File: config.mk
export PLATFORM = sky130hd
export DESIGN_NAME = blocklock_guard
export DESIGN_NICKNAME = d
export VERILOG_FILES = /design/src/rtl/blocklock_pkg.sv /design/src/rtl/blocklock_region.sv /design/src/rtl/blocklock_policy.sv /design/src/rtl/blocklock_preg.sv /design/src/rtl/blocklock_guard.sv
export SDC_FILE = /design/constraint.sdc
export NUM_CORES = 1
export LEC_CHECK = 0
export ABC_AREA = 1
export ABC_CLOCK_PERIOD_IN_PS = 1100
export CAP_MARGIN = 20
export CORE_AREA = 8 8 46 48
export CTS_CLUSTER_SIZE = 10
export DETAILED_ROUTE_END_ITERATION = 12
export DIE_AREA = 0 0 54 56
export GPL_ROUTABILITY_DRIVEN = 0
export PLACE_DENSITY = 0.7
export SLEW_MARGIN = 10
export SYNTH_ARGS = -nofsm -noshare
export SYNTH_HDL_FRONTEND = slang
export SYNTH_SLANG_ARGS = --single-unit
File: constraint.sdc
create_clock -name clk -period 1.1 [get_ports clk]
set_input_delay 0.22 -clock clk [delete_from_list [all_inputs] [get_ports clk]]
set_output_delay 0.22 -clock clk [all_outputs]
set_load 0.005 [all_outputs]
File: src/rtl/blocklock_pkg.sv
package blocklock_pkg;

  localparam int REG_W    = 8;
  localparam int LATCH_B  = 1;
  localparam int LOCK_LO  = 3;
  localparam int LOCK_HI  = 4;
  localparam int HWEN_B   = 7;

  localparam logic [REG_W-1:0] KEEP_MASK =
    (REG_W'(1) << LATCH_B) | (REG_W'(1) << LOCK_LO) |
    (REG_W'(1) << LOCK_HI) | (REG_W'(1) << HWEN_B);

  typedef enum logic [1:0] {
    LOCK_NONE    = 2'b00,
    LOCK_QUARTER = 2'b01,
    LOCK_HALF    = 2'b10,
    LOCK_ALL     = 2'b11
  } lock_code_e;

  typedef struct packed {
    logic arr_ok;
    logic reg_ok;
    logic refuse;
  } verdict_t;

  function automatic logic [REG_W-1:0] clean_reg(input logic [REG_W-1:0] raw);
    return raw & KEEP_MASK;
  endfunction

  function automatic lock_code_e lock_of(input logic [REG_W-1:0] r);
    return lock_code_e'(r[LOCK_HI:LOCK_LO]);
  endfunction

  function automatic logic latch_of(input logic [REG_W-1:0] r);
    return r[LATCH_B];
  endfunction

  function automatic logic frozen(input logic pin, input logic [REG_W-1:0] r);
    return pin & r[HWEN_B];
  endfunction

endpackage

File: src/rtl/blocklock_region.sv
module blocklock_region
  import blocklock_pkg::*;
#(
  parameter int ADDR_W = 12
) (
  input  logic [ADDR_W-1:0] addr,
  input  lock_code_e        code,
  output logic              in_lock
);

  localparam int TOP = ADDR_W - 1;

  // Regions grow downward from the highest address: the quarter region is
  // marked by the two top address bits both set, the half by the top bit.
  always_comb begin
    unique case (code)
      LOCK_NONE:    in_lock = 1'b0;
      LOCK_QUARTER: in_lock = addr[TOP] & addr[TOP-1];
      LOCK_HALF:    in_lock = addr[TOP];
      LOCK_ALL:     in_lock = 1'b1;
      default:      in_lock = 1'b1;
    endcase
  end

endmodule

File: src/rtl/blocklock_policy.sv
module blocklock_policy
  import blocklock_pkg::*;
#(
  parameter int ADDR_W = 12
) (
  input  logic              req,
  input  logic [ADDR_W-1:0] addr,
  input  logic              pin,
  input  logic [REG_W-1:0]  cur,
  input  logic              in_lock,
  output logic              reg_target,
  output verdict_t          verdict
);

  localparam logic [ADDR_W-1:0] REG_ADDR = '1;

  logic is_frozen;
  logic latch_set;

  assign reg_target = (addr == REG_ADDR);
  assign is_frozen  = frozen(pin, cur);
  assign latch_set  = latch_of(cur);

  always_comb begin
    verdict = '0;
    if (req) begin
      if (reg_target) begin
        verdict.reg_ok = ~is_frozen;
        verdict.refuse = is_frozen;
      end else begin
        verdict.arr_ok = latch_set & ~in_lock;
        verdict.refuse = ~(latch_set & ~in_lock);
      end
    end
  end

endmodule

File: src/rtl/blocklock_preg.sv
module blocklock_preg
  import blocklock_pkg::*;
#(
  parameter logic [REG_W-1:0] INIT_VAL = '0
) (
  input  logic             clk,
  input  logic             rst_n,
  input  logic             load,
  input  logic [REG_W-1:0] din,
  output logic [REG_W-1:0] q
);

  always_ff @(posedge clk) begin
    if (!rst_n)    q <= clean_reg(INIT_VAL);
    else if (load) q <= clean_reg(din);
  end

  assert_clean_bits_R5: assert property (@(posedge clk) disable iff (!rst_n)
    (q & ~KEEP_MASK) == '0);

  assert_hold_R10: assert property (@(posedge clk) disable iff (!rst_n)
    !load |=> $stable(q));

endmodule

File: src/rtl/blocklock_guard.sv
module blocklock_guard
  import blocklock_pkg::*;
#(
  parameter int               ADDR_W   = 12,
  parameter logic [REG_W-1:0] INIT_VAL = '0
) (
  input  logic              clk,
  input  logic              rst_n,
  input  logic              wr_req,
  input  logic [ADDR_W-1:0] wr_addr,
  input  logic [REG_W-1:0]  wr_data,
  input  logic              wp_pin,
  output logic              arr_wr_ok,
  output logic              wr_reject,
  output logic [REG_W-1:0]  prot_reg
);

  logic     locked_hit;
  logic     reg_target;
  verdict_t verdict;

  blocklock_region #(.ADDR_W(ADDR_W)) u_region (
    .addr    (wr_addr),
    .code    (lock_of(prot_reg)),
    .in_lock (locked_hit)
  );

  blocklock_policy #(.ADDR_W(ADDR_W)) u_policy (
    .req        (wr_req),
    .addr       (wr_addr),
    .pin        (wp_pin),
    .cur        (prot_reg),
    .in_lock    (locked_hit),
    .reg_target (reg_target),
    .verdict    (verdict)
  );

  blocklock_preg #(.INIT_VAL(INIT_VAL)) u_preg (
    .clk   (clk),
    .rst_n (rst_n),
    .load  (verdict.reg_ok),
    .din   (wr_data),
    .q     (prot_reg)
  );

  always_ff @(posedge clk) begin
    if (!rst_n) begin
      arr_wr_ok <= 1'b0;
      wr_reject <= 1'b0;
    end else begin
      arr_wr_ok <= verdict.arr_ok;
      wr_reject <= verdict.refuse;
    end
  end

  assert_one_outcome_R9: assert property (@(posedge clk) disable iff (!rst_n)
    !(arr_wr_ok && wr_reject));

  assert_needs_req_R9: assert property (@(posedge clk) disable iff (!rst_n)
    !wr_req |=> !(arr_wr_ok || wr_reject));

  assert_latch_gate_R2: assert property (@(posedge clk) disable iff (!rst_n)
    arr_wr_ok |-> $past(prot_reg[LATCH_B]));

  assert_region_R3: assert property (@(posedge clk) disable iff (!rst_n)
    arr_wr_ok |-> !$past(locked_hit));

  assert_reg_not_array_R5: assert property (@(posedge clk) disable iff (!rst_n)
    (wr_req && reg_target) |=> !arr_wr_ok);

  assert_frozen_R6: assert property (@(posedge clk) disable iff (!rst_n)
    (wp_pin && prot_reg[HWEN_B]) |=> $stable(prot_reg));

endmodule

==> results.json <==
{
  "status": "completed",
  "yosysSeqAreaShare_pct": 32.8,
  "async_reset_ff_share_pct": 0,
  "yosysTopAreaCell": "dfxtp_1",
  "start_util_pct": 25.5,
  "yosys_most_used_dff": "dfxtp_1",
  "finClkSkew_ns": 0.00168,
  "grtUsageTotal_pct": 7.63,
  "htree_num_levels": 1,
  "fp.dieH_um": 56,
  "firstDrtPassIters": 4,
  "clockRootBuffer": "clkbuf_4",
  "grt_overflow": 0,
  "worstSetupPathType": "flip-flop to output pin",
  "synth-edff-count": 0,
  "cts_tree": "done",
  "synth.top_cells.by_count": "nand2_1, nor2_1, dfxtp_1, nand4_1, inv_1",
  "drive_gt1_share_pct": 16.9,
  "period_share_pct": 95.0,
  "dpl.hpwl_um": 1020,
  "synth_top_area_share_pct": 32.8,
  "path_clk_slew_ns": 0.04,
  "dr_total_vias": 448,
  "antenna_found_initial": 0,
  "wl_per_cell_um": 10.6,
  "reg2reg_slack_ns": 0.13,
  "grt_pass1_wl_um": 1770,
  "hold_path.class": "flip-flop to flip-flop",
  "ys_seq_elements": 6,
  "grt_pass1_vias": 457,
  "ff2ff_path_depth": 4,
  "r2r-start": "u_preg.q[3]",
  "irDropWorstVdd_uv": 561,
  "numClockSinks": 6,
  "crit_required_ns": 0.88,
  "synth_most_common_cell": "nand2_1",
  "fillerInstances": 157,
  "synthTopCellsByArea": "dfxtp_1, nand2_1, nor2_1",
  "grt_max_degree": 7,
  "whs_path_depth": 2,
  "max_cap_viol_count": 0,
  "dieArea_mm2": 0.00302,
  "yosys_warnings": 0,
  "endpoint_kind": "output pin",
  "final_core_util_pct": 46.6,
  "min_period_ns": 1.04,
  "start_kind": "flip-flop",
  "pin_count": 34,
  "cp_data_arrival_time_ns": 0.82,
  "fmax_mhz": 957,
  "final_net_count": 115,
  "worstPathMaxFanout": 3,
  "drv_slew": 0,
  "antenna_cells": 0,
  "areaGrowthSynthToFinish_pct": 82.6,
  "antenna_left": 0,
  "hold-worst-slack_ns": 0.484,
  "hold_viol_final": 0,
  "cts_buffers": 3,
  "holdPathEnd": "u_preg.q[7]",
  "crit_buf_inv": 1,
  "row_count": 14,
  "powerDensity_mw_per_mm2": 767,
  "p_leak_nw": 0.331,
  "vias_per_cell": 4.27,
  "cp_slowest_stage_delay_ns": 0.34,
  "yosysUniqueCellTypes": 13,
  "critical-path-top-delay-family": "flip-flops",
  "drtIter0Drc": 7,
  "syn_inst": 56,
  "crit_chain": "dlygate4sd2_1",
  "coreArea_mm2": 0.00144,
  "clk_latency_ns": 0.24,
  "max-clock-path-buffers": 2,
  "cp_slowest_cell": "dfxtp_1",
  "syn-cell-area_um2": 367,
  "setup_violations": 0,
  "port_buffers": 25,
  "r2r_end": "arr_wr_ok",
  "dieWidth_um": 54,
  "drc_errors": 0,
  "postSynthAreaPerCell_um2": 6.55,
  "finalWirelength_um": 1110,
  "hp-start": "u_preg.q[7]"
}
## registers in the layout, indices dropped and copies added, names as in the netlist
register   cells
wr_reject      1
u_preg.q       4
arr_wr_ok      1
## cell type report
cell class                 instances  area [um^2]  area share, %
tap                               16         20.0           2.99
inverter                           5         18.8           2.80
clock buffer                       3         22.5           3.36
sequential                         6          121           18.1
timing repair buffer              31          273           40.7
multi-input combinational         44          214           32.0
## how the worst max path moves through the flow
stage / startpoint / cells after the start / slack (ns) / to
finish: u_preg.q[4] / 1 / 0.06 / prot_reg[4]
global route: wp_pin / 6 / -0.004 / u_preg.q[4]
CTS: u_preg.q[7] / 1 / 0.04 / prot_reg[7]
detailed placement: wr_addr[0] / 8 / -0.35 / u_preg.q[3]
global placement: wr_addr[11] / 7 / -0.33 / u_preg.q[3]
floorplan: u_preg.q[7] / 5 / 0.22 / u_preg.q[3]
## stage by stage
step / power (mW) / instances / setup TNS [ns] / setup slack (ns) / cell area [um^2]
4_1_cts: 0.524 / 105 / 0 / 0.0417 / 663
3_3_place_gp: 0.337 / 102 / -1.80 / -0.332 / 663
6_report: 0.514 / 105 / 0 / 0.0553 / 669
5_1_grt: 0.550 / 105 / -0.00375 / -0.00375 / 669
2_1_floorplan: 0.258 / 59 / 0 / 0.215 / 378
3_5_place_dp: 0.338 / 102 / -1.92 / -0.349 / 663
## placed cells by master, fill, tap and decap left out, drive strengths merged
master / netlist / routed
conb: 1 / 4
nor2: 15 / 15
buf: 4 / 6
dfxtp: 6 / 6
nor3: 1 / 1
nand3: 2 / 2
inv: 5 / 5
nor3b: 1 / 1
nand2: 14 / 14
nand4: 6 / 6
clkdlybuf4s50: 0 / 7
o21ai: 1 / 1
clkbuf: 0 / 3
dlygate4sd2: 0 / 18
## repair_timing
item	CTS	global route
setup buffers	0	0
hold buffers	0	0
setup endpoints to repair	12	7
gates resized for setup	18	3
endpoints found under the hold margin	0	0
pin swaps	9	2
## per-layer routing
metal	part of all wire (%)	track usage, %	vias to the layer above
met3	8.3	5.08	0
met2	57	14.1	14
met1	35	7.00	195
met4	0	0	0
met5	0	0	-
li1	-	-	239
## kinds of logic (layout without fill, tap and decap cells)
| logic type | Yosys count | in the layout | synth area share, % |
|---|---|---|---|
| AO/OA/AOI/OAI | 1 | 1 | 1.36 |
| buffers and inverters | 9 | 39 | 13.3 |
| flip-flops | 6 | 6 | 32.8 |
| other | 1 | 4 | 1.02 |
| AND/OR/NAND/NOR | 39 | 39 | 51.5 |
## report_power, final
part,switching [mW],internal [mW],leakage [nW]
registers,0.000364,0.220,0.0491
clock network,0.0726,0.123,0.0138
logic,0.0367,0.0608,0.268
total,0.110,0.404,0.331
Power figures use the tool's default switching activity.
